===== config.mk =====
export PLATFORM = sky130hd
export DESIGN_NAME = exc_ctx_seq
export DESIGN_NICKNAME = d
export VERILOG_FILES = /design/src/rtl/exc_seq_pkg.sv /design/src/rtl/exc_classify.sv /design/src/rtl/exc_frame.sv /design/src/rtl/exc_seq_fsm.sv /design/src/rtl/exc_restore.sv /design/src/rtl/exc_ctx_seq.sv
export SDC_FILE = /design/constraint.sdc
export NUM_CORES = 1
export LEC_CHECK = 0
export BUFFER_PORTS_ARGS = -buffer_cell sky130_fd_sc_hd__buf_2
export CORE_MARGIN = 2
export CORE_UTILIZATION = 54
export CTS_CLUSTER_SIZE = 14
export DETAILED_ROUTE_END_ITERATION = 8
export PLACE_DENSITY = 0.8
export SETUP_SLACK_MARGIN = 0.05
export SYNTH_ARGS = -nofsm -noshare
export SYNTH_HDL_FRONTEND = slang
export SYNTH_HIERARCHICAL = 1
export SYNTH_SLANG_ARGS = --single-unit

===== constraint.sdc =====
create_clock -name clk -period 8.7 [get_ports clk]
set_input_delay 1.305 -clock clk [delete_from_list [all_inputs] [get_ports clk]]
set_output_delay 1.305 -clock clk [all_outputs]
set_load 0.1 [all_outputs]

===== src/rtl/exc_seq_pkg.sv =====
package exc_seq_pkg;

  typedef enum logic [1:0] {EV_NONE, EV_TRAP, EV_RET, EV_IRQ} ev_kind_e;
  typedef enum logic [1:0] {ST_IDLE, ST_PUSH, ST_VEC, ST_POP} seq_state_e;

  localparam int FLAG_W   = 4;
  localparam int MASK_BIT = FLAG_W;

  localparam int FRAME_WORDS   = 7;
  localparam int RESTORE_WORDS = 6;

  // push slots, lowest slot written first (highest address)
  localparam int SLOT_SPEC  = 0;
  localparam int SLOT_SP    = 1;
  localparam int SLOT_PC    = 2;
  localparam int SLOT_B     = 3;
  localparam int SLOT_X     = 4;
  localparam int SLOT_A     = 5;
  localparam int SLOT_FLAGS = 6;

  // pop slots, read upward from the stack pointer
  localparam int POP_FLAGS = 0;
  localparam int POP_A     = 1;
  localparam int POP_X     = 2;
  localparam int POP_B     = 3;
  localparam int POP_PC    = 4;
  localparam int POP_SP    = 5;

endpackage


===== src/rtl/exc_classify.sv =====
module exc_classify
  import exc_seq_pkg::*;
#(
  parameter int SPEC_W       = 8,
  parameter int OPC_W        = 5,
  parameter int TRAP_OPC_MIN = 29,
  parameter int RET_SPEC     = 1
) (
  input  logic              bnd_i,
  input  logic [SPEC_W-1:0] spec_i,
  input  logic              irq_i,
  input  logic              imask_i,
  output ev_kind_e          kind_o
);

  logic [OPC_W-1:0] opc;
  logic             is_trap;
  logic             is_ret;
  logic             irq_ok;

  assign opc     = spec_i[SPEC_W-1 -: OPC_W];
  assign is_trap = (opc >= OPC_W'(TRAP_OPC_MIN));
  assign is_ret  = (spec_i == SPEC_W'(RET_SPEC));
  assign irq_ok  = irq_i & ~imask_i;

  // trap first, then return, then an unmasked request
  always_comb begin
    kind_o = EV_NONE;
    if (bnd_i) begin
      if (is_trap)     kind_o = EV_TRAP;
      else if (is_ret) kind_o = EV_RET;
      else if (irq_ok) kind_o = EV_IRQ;
    end
  end

endmodule


===== src/rtl/exc_frame.sv =====
module exc_frame
  import exc_seq_pkg::*;
#(
  parameter int DW     = 16,
  parameter int SPEC_W = 8,
  parameter int IDX_W  = 3
) (
  input  logic              clk,
  input  logic              rst_n,
  input  logic              cap_en_i,
  input  logic [SPEC_W-1:0] spec_i,
  input  logic [DW-1:0]     sp_i,
  input  logic [DW-1:0]     pc_i,
  input  logic [DW-1:0]     a_i,
  input  logic [DW-1:0]     x_i,
  input  logic [DW-1:0]     b_i,
  input  logic [FLAG_W-1:0] flags_i,
  input  logic              imask_i,
  input  logic [IDX_W-1:0]  idx_i,
  output logic [DW-1:0]     word_o
);

  logic [DW-1:0] cap_w  [FRAME_WORDS];
  logic [DW-1:0] ctx_q  [FRAME_WORDS];

  always_comb begin
    cap_w[SLOT_SPEC]  = DW'(spec_i);
    cap_w[SLOT_SP]    = sp_i;
    cap_w[SLOT_PC]    = pc_i;
    cap_w[SLOT_B]     = b_i;
    cap_w[SLOT_X]     = x_i;
    cap_w[SLOT_A]     = a_i;
    cap_w[SLOT_FLAGS] = DW'({imask_i, flags_i});
  end

  for (genvar g = 0; g < FRAME_WORDS; g++) begin : g_slot
    always_ff @(posedge clk or negedge rst_n) begin
      if (!rst_n)        ctx_q[g] <= '0;
      else if (cap_en_i) ctx_q[g] <= cap_w[g];
    end
  end

  assign word_o = ctx_q[idx_i];

endmodule


===== src/rtl/exc_seq_fsm.sv =====
module exc_seq_fsm
  import exc_seq_pkg::*;
#(
  parameter int          DW       = 16,
  parameter int          IDX_W    = 3,
  parameter logic [15:0] VEC_ADDR = 16'h0FFE
) (
  input  logic             clk,
  input  logic             rst_n,
  input  ev_kind_e         ev_i,
  input  logic [DW-1:0]    sp_i,
  input  logic             ack_i,
  output logic             idle_o,
  output logic             cap_o,
  output logic             req_o,
  output logic             we_o,
  output logic [DW-1:0]    addr_o,
  output logic [IDX_W-1:0] idx_o,
  output logic             pop_hit_o,
  output logic             vec_hit_o,
  output logic             irq_entry_o,
  output logic [DW-1:0]    top_o
);

  localparam logic [DW-1:0]    WB        = DW'(DW / 8);
  localparam logic [IDX_W-1:0] LAST_PUSH = IDX_W'(FRAME_WORDS - 1);
  localparam logic [IDX_W-1:0] LAST_POP  = IDX_W'(RESTORE_WORDS - 1);

  seq_state_e       state_q, state_d;
  ev_kind_e         kind_q, kind_d;
  logic [IDX_W-1:0] idx_q, idx_d;
  logic [DW-1:0]    ptr_q, ptr_d;

  always_comb begin
    state_d   = state_q;
    kind_d    = kind_q;
    idx_d     = idx_q;
    ptr_d     = ptr_q;
    cap_o     = 1'b0;
    req_o     = 1'b0;
    we_o      = 1'b0;
    addr_o    = ptr_q;
    pop_hit_o = 1'b0;
    vec_hit_o = 1'b0;
    unique case (state_q)
      ST_IDLE: begin
        if (ev_i != EV_NONE) begin
          cap_o  = 1'b1;
          kind_d = ev_i;
          idx_d  = '0;
          if (ev_i == EV_RET) begin
            state_d = ST_POP;
            ptr_d   = sp_i;
          end else begin
            state_d = ST_PUSH;
            ptr_d   = sp_i - WB;
          end
        end
      end
      ST_PUSH: begin
        req_o = 1'b1;
        we_o  = 1'b1;
        if (ack_i) begin
          ptr_d = ptr_q - WB;
          if (idx_q == LAST_PUSH) begin
            state_d = ST_VEC;
            idx_d   = '0;
          end else begin
            idx_d = idx_q + 1'b1;
          end
        end
      end
      ST_VEC: begin
        req_o  = 1'b1;
        addr_o = DW'(VEC_ADDR);
        if (ack_i) begin
          vec_hit_o = 1'b1;
          state_d   = ST_IDLE;
        end
      end
      ST_POP: begin
        req_o = 1'b1;
        if (ack_i) begin
          pop_hit_o = 1'b1;
          ptr_d     = ptr_q + WB;
          if (idx_q == LAST_POP) begin
            state_d = ST_IDLE;
            idx_d   = '0;
          end else begin
            idx_d = idx_q + 1'b1;
          end
        end
      end
      default: state_d = ST_IDLE;
    endcase
  end

  always_ff @(posedge clk or negedge rst_n) begin
    if (!rst_n) begin
      state_q <= ST_IDLE;
      kind_q  <= EV_NONE;
      idx_q   <= '0;
      ptr_q   <= '0;
    end else begin
      state_q <= state_d;
      kind_q  <= kind_d;
      idx_q   <= idx_d;
      ptr_q   <= ptr_d;
    end
  end

  assign idle_o      = (state_q == ST_IDLE);
  assign idx_o       = idx_q;
  assign irq_entry_o = (kind_q == EV_IRQ);
  // after the last push the pointer sits one word below the new top
  assign top_o       = ptr_q + WB;

endmodule


===== src/rtl/exc_restore.sv =====
module exc_restore
  import exc_seq_pkg::*;
#(
  parameter int DW    = 16,
  parameter int IDX_W = 3
) (
  input  logic              clk,
  input  logic              rst_n,
  input  logic              pop_hit_i,
  input  logic              vec_hit_i,
  input  logic [IDX_W-1:0]  idx_i,
  input  logic [DW-1:0]     rdata_i,
  input  logic [DW-1:0]     top_i,
  input  logic              irq_entry_i,
  output logic              done_o,
  output logic              sp_ld_o,
  output logic [DW-1:0]     sp_o,
  output logic              pc_ld_o,
  output logic [DW-1:0]     pc_o,
  output logic              a_ld_o,
  output logic [DW-1:0]     a_o,
  output logic              x_ld_o,
  output logic [DW-1:0]     x_o,
  output logic              b_ld_o,
  output logic [DW-1:0]     b_o,
  output logic              flags_ld_o,
  output logic [FLAG_W-1:0] flags_o,
  output logic              imask_ld_o,
  output logic              imask_o
);

  logic hit_flags, hit_a, hit_x, hit_b, hit_pc, hit_sp;
  logic en_sp, en_pc, en_mask, fin;
  logic [DW-1:0] sp_d, pc_d;
  logic          mask_d;

  always_comb begin
    hit_flags = pop_hit_i && (idx_i == IDX_W'(POP_FLAGS));
    hit_a     = pop_hit_i && (idx_i == IDX_W'(POP_A));
    hit_x     = pop_hit_i && (idx_i == IDX_W'(POP_X));
    hit_b     = pop_hit_i && (idx_i == IDX_W'(POP_B));
    hit_pc    = pop_hit_i && (idx_i == IDX_W'(POP_PC));
    hit_sp    = pop_hit_i && (idx_i == IDX_W'(POP_SP));
    en_sp     = hit_sp | vec_hit_i;
    en_pc     = hit_pc | vec_hit_i;
    en_mask   = hit_flags | (vec_hit_i & irq_entry_i);
    fin       = hit_sp | vec_hit_i;
    sp_d      = vec_hit_i ? top_i : rdata_i;
    pc_d      = rdata_i;
    mask_d    = vec_hit_i ? 1'b1 : rdata_i[MASK_BIT];
  end

  always_ff @(posedge clk or negedge rst_n) begin
    if (!rst_n) begin
      done_o     <= 1'b0;
      sp_ld_o    <= 1'b0;
      pc_ld_o    <= 1'b0;
      a_ld_o     <= 1'b0;
      x_ld_o     <= 1'b0;
      b_ld_o     <= 1'b0;
      flags_ld_o <= 1'b0;
      imask_ld_o <= 1'b0;
    end else begin
      done_o     <= fin;
      sp_ld_o    <= en_sp;
      pc_ld_o    <= en_pc;
      a_ld_o     <= hit_a;
      x_ld_o     <= hit_x;
      b_ld_o     <= hit_b;
      flags_ld_o <= hit_flags;
      imask_ld_o <= en_mask;
    end
  end

  always_ff @(posedge clk or negedge rst_n) begin
    if (!rst_n) begin
      sp_o    <= '0;
      pc_o    <= '0;
      a_o     <= '0;
      x_o     <= '0;
      b_o     <= '0;
      flags_o <= '0;
      imask_o <= 1'b0;
    end else begin
      if (en_sp)     sp_o    <= sp_d;
      if (en_pc)     pc_o    <= pc_d;
      if (hit_a)     a_o     <= rdata_i;
      if (hit_x)     x_o     <= rdata_i;
      if (hit_b)     b_o     <= rdata_i;
      if (hit_flags) flags_o <= rdata_i[FLAG_W-1:0];
      if (en_mask)   imask_o <= mask_d;
    end
  end

endmodule


===== src/rtl/exc_ctx_seq.sv =====
module exc_ctx_seq
  import exc_seq_pkg::*;
#(
  parameter int          DW           = 16,
  parameter int          SPEC_W       = 8,
  parameter int          OPC_W        = 5,
  parameter int          TRAP_OPC_MIN = 29,
  parameter int          RET_SPEC     = 1,
  parameter logic [15:0] VEC_ADDR     = 16'h0FFE
) (
  input  logic              clk,
  input  logic              rst_n,
  input  logic              bnd_i,
  input  logic [SPEC_W-1:0] spec_i,
  input  logic              irq_i,
  input  logic              imask_i,
  input  logic [DW-1:0]     sp_i,
  input  logic [DW-1:0]     pc_i,
  input  logic [DW-1:0]     a_i,
  input  logic [DW-1:0]     x_i,
  input  logic [DW-1:0]     b_i,
  input  logic [FLAG_W-1:0] flags_i,
  output logic              busy_o,
  output logic              done_o,
  output logic              mem_req_o,
  output logic              mem_we_o,
  output logic [DW-1:0]     mem_addr_o,
  output logic [DW-1:0]     mem_wdata_o,
  input  logic [DW-1:0]     mem_rdata_i,
  input  logic              mem_ack_i,
  output logic              sp_ld_o,
  output logic [DW-1:0]     sp_o,
  output logic              pc_ld_o,
  output logic [DW-1:0]     pc_o,
  output logic              a_ld_o,
  output logic [DW-1:0]     a_o,
  output logic              x_ld_o,
  output logic [DW-1:0]     x_o,
  output logic              b_ld_o,
  output logic [DW-1:0]     b_o,
  output logic              flags_ld_o,
  output logic [FLAG_W-1:0] flags_o,
  output logic              imask_ld_o,
  output logic              imask_o
);

  localparam int IDX_W = $clog2(FRAME_WORDS);

  // asynchronous assert, synchronous release
  logic [1:0] rst_sync_q;
  logic       rst_core_n;

  always_ff @(posedge clk or negedge rst_n) begin
    if (!rst_n) rst_sync_q <= 2'b00;
    else        rst_sync_q <= {rst_sync_q[0], 1'b1};
  end
  assign rst_core_n = rst_sync_q[1];

  ev_kind_e         ev;
  logic             idle, cap, pop_hit, vec_hit, irq_entry;
  logic [IDX_W-1:0] idx;
  logic [DW-1:0]    top;

  exc_classify #(
    .SPEC_W(SPEC_W), .OPC_W(OPC_W),
    .TRAP_OPC_MIN(TRAP_OPC_MIN), .RET_SPEC(RET_SPEC)
  ) u_classify (
    .bnd_i   (bnd_i & idle & rst_core_n),
    .spec_i  (spec_i),
    .irq_i   (irq_i),
    .imask_i (imask_i),
    .kind_o  (ev)
  );

  exc_seq_fsm #(.DW(DW), .IDX_W(IDX_W), .VEC_ADDR(VEC_ADDR)) u_fsm (
    .clk         (clk),
    .rst_n       (rst_core_n),
    .ev_i        (ev),
    .sp_i        (sp_i),
    .ack_i       (mem_ack_i),
    .idle_o      (idle),
    .cap_o       (cap),
    .req_o       (mem_req_o),
    .we_o        (mem_we_o),
    .addr_o      (mem_addr_o),
    .idx_o       (idx),
    .pop_hit_o   (pop_hit),
    .vec_hit_o   (vec_hit),
    .irq_entry_o (irq_entry),
    .top_o       (top)
  );

  exc_frame #(.DW(DW), .SPEC_W(SPEC_W), .IDX_W(IDX_W)) u_frame (
    .clk      (clk),
    .rst_n    (rst_core_n),
    .cap_en_i (cap),
    .spec_i   (spec_i),
    .sp_i     (sp_i),
    .pc_i     (pc_i),
    .a_i      (a_i),
    .x_i      (x_i),
    .b_i      (b_i),
    .flags_i  (flags_i),
    .imask_i  (imask_i),
    .idx_i    (idx),
    .word_o   (mem_wdata_o)
  );

  exc_restore #(.DW(DW), .IDX_W(IDX_W)) u_restore (
    .clk         (clk),
    .rst_n       (rst_core_n),
    .pop_hit_i   (pop_hit),
    .vec_hit_i   (vec_hit),
    .idx_i       (idx),
    .rdata_i     (mem_rdata_i),
    .top_i       (top),
    .irq_entry_i (irq_entry),
    .done_o      (done_o),
    .sp_ld_o     (sp_ld_o),
    .sp_o        (sp_o),
    .pc_ld_o     (pc_ld_o),
    .pc_o        (pc_o),
    .a_ld_o      (a_ld_o),
    .a_o         (a_o),
    .x_ld_o      (x_ld_o),
    .x_o         (x_o),
    .b_ld_o      (b_ld_o),
    .b_o         (b_o),
    .flags_ld_o  (flags_ld_o),
    .flags_o     (flags_o),
    .imask_ld_o  (imask_ld_o),
    .imask_o     (imask_o)
  );

  // busy covers the boundary cycle of an accepted event
  assign busy_o = ~idle | (ev != EV_NONE);

endmodule


==> metrics.md <==
| Metric | Value |
|---|---|
| Clk slew on worst S/H paths | 60 ps |
| Post-synth ARST share | 100.0% |
| Row count | 50 |
| Post-CTS setup buffers | 0 |
| Final Net Count | 1176 |
| Initial antenna violation count | 6 |
| Final-layout fill cell count | 1412 |
| Hold Vio Cnt, Final | 0 |
| Peak Freq | 229.7 MHz |
| Via count | 7644 |
| DIE AREA | 20080 um^2 |
| Total grt overflow | 0 |
| Synth top area share | 51.32% |
| Slew Viols, Final | 0 |
| Post-synth top flop | dfrtp_1 |
| Hold Crit Class | flop to flop |
| Initial drt markers | 520 |
| Cell with the most instances after synthesis | dfrtp_1 |
| Area contributors post-synth | dfrtp_1, mux2_2, mux2_1 |
| Synth Instances | 840 |
| Number of global-route vias before repair | 7546 |
| DRT Pass-1 Iters | 6 |
| Antenna-violating nets left | 0 |
| Register area share after synthesis | 51.32% |
| Die Ht | 141.7 um |
| CP Capture Type | output pin |
| Synth area leader | dfrtp_1 |
| Synthesized Nets | 958 |
| Global Route Usage Sum | 25.84% |
| Vias per inst | 5.840 |
| Critical Setup Path Class | flop to output pin |
| Final setup fails | 0 |
| Worst-path fanout max | 26 |
| DP HPWL | 18.38 mm |
| Worst relative slew slack | 11.46% |
| Average cell area after synthesis | 12.19 um^2 |
| Synthesized flop and latch total | 210 |
| Fin crit share | 50.03% |
| DR DRC count | 0 |
| # hold bufs at CTS | 0 |
| Global-route wire length before repair | 41.19 mm |
| Largest net degree at the start of global routing | 74 |
| Post-synth top cells | dfrtp_1, mux2_2, nand2_1 |
| CP Data Required Time | 7390 ps |
| Chip width | 141.7 um |
| Core area | 18640 um^2 |
| Gpl congestion | 0.8772 |
| Netlist cell types | 73 |
| Final Non-Filler Cells | 1309 |
| Synth Warn # | 6 |
| Setup crit start kind | flop |
| MaxCap Viol Count | 0 |
| DRT Wirelength | 26.01 mm |
| Worst-Skew Late Latency | 510 ps |
| WL per Instance | 19.87 um |
| Post-Route Setup TNS | 0 ps |
| Clk_skew | 13.79 ps |
| CTS Buf Count | 23 |
| Initial Util | 54.93% |
| Post-cts sizing count | 0 |
| Root Buffer | clkbuf_16 |
| Buffers on Ports | 241 |
| # IOs | 242 |
| Post-synth EDFFs | 0 |
| Layout cells sized above 1 | 40.50% |
| Worst endpoint data arrival time | 3050 ps |
| Mapped Area | 10240 um^2 |
| Clock sink count | 210 |
| Final worst path period need | 4353 ps |
| Unrepaired setup endpoints after global routing | false |
| Placed instance count | 1267 |
| Outcome | complete, no violations |
| Worst slew pin tran | 1325 ps |
| Clock Path Buffers | 3 |
| H-tree depth | 1 |
| CTS tree | built |
| Syn-to-layout area delta | 19.23% |
==> stage by stage <==
stage	util, %	cell area (um^2)	hold slack [ps]	setup slack, ps
final	65.49	12210	352.6	4347
after global routing	65.48	12210	356.1	4118
after CTS	65.48	12210	355.1	4368
after detailed placement	61.48	11460	341.3	4427
after global placement	61.48	11460	336.8	4526
after floorplan	-	10240	331.2	903.3
==> worst paths after layout <==
path | startpoint | to | slack [ps] | cells past startpoint
min | rst_sync_q[0] | rst_sync_q[1] | 350 | 0
min in group asynchronous | rst_sync_q[1] | u_frame/ctx_q[82] | 450 | 0
max | u_fsm/state_q[0] | busy_o | 4350 | 7
min reg2reg | rst_sync_q[0] | rst_sync_q[1] | 350 | 0
max reg2reg | u_fsm/state_q[0] | u_frame/ctx_q[29] | 4650 | 10
max in group asynchronous | rst_sync_q[1] | u_frame/ctx_q[100] | 6800 | 1
==> worst max-delay path, stage by stage, from the launching register on <==
cell,delay (ps)
dfrtp_1,670
or2_2,470
inv_1,160
and3_1,230
inv_1,50
o22ai_1,340
or3b_1,180
buf_2,420
==> layer usage <==
metal / wire length [um] / vias to the layer above / share of wire, % / GRT usage [%]
li1: - / 3500 / - / -
met1: 10950 / 3756 / 42 / 34.68
met2: 12140 / 330 / 47 / 41.95
met3: 2165 / 52 / 8.3 / 6.412
met4: 733 / 6 / 2.8 / 7.579
met5: 25 / - / 0.096 / 0
==> sequential cells by signal (all words and copies together), names as in the netlist, 3 cells and up <==
name	count
u_frame/ctx_q	93
u_fsm/ptr_q	16
u_restore/sp_o	16
u_restore/b_o	16
u_fsm/idx_o	3
u_restore/a_o	16
u_restore/pc_o	16
u_restore/x_o	16
u_restore/flags_o	4
==> cells by family after synthesis <==
family,count (synthesis),synth area share [%]
AOI/OAI and AO/OA,132,9.445
xor gates and xnor gates,25,2.138
adders and majority gates,4,0.4888
buffers and inverters,70,3.812
DFF,210,51.32
muxes,207,22.26
other,1,0.03662
and+or+nand+nor,191,10.50
==> cell type report <==
class	instances	area, um^2	area share (%)
clock buffers	31	635.6	5.206
multi-input cells	560	4594	37.63
inverters	16	61.31	0.5022
flip-flops and latches	210	5261	43.09
repair buffers	247	1251	10.25
clock inverters	10	110.1	0.9018
well taps	234	292.8	2.398
diodes	1	2.502	0.02050
==> layout by cell type (no fill, tap or decap), types with 3 or more instances in the layout <==
cell type,n
clkbuf_8,3
nand3_1,11
or2_1,5
o31ai_1,6
nor2_1,26
dfrtp_1,207
clkinv_2,6
nand4_1,5
nor2b_1,4
xor2_1,12
clkbuf_16,23
nand2_1,48
buf_2,241
nor3_1,12
mux2i_1,41
inv_1,14
o21ai_1,10
a22o_1,6
nand2b_1,16
a31oi_1,6
or2_2,3
xnor2_1,13
a211o_1,8
buf_4,6
nor4_1,13
and3_1,3
o31a_1,3
o21ai_0,18
mux2_1,37
and2_1,22
a211oi_1,4
o221ai_1,7
ha_1,4
a21oi_1,24
mux2_2,129
clkbuf_1,5
or3_1,6
a221o_1,15
Power is left out: the tool's default activity adds up to more than one toggle a clock period on the data nets, which glitch-free logic cannot reach.
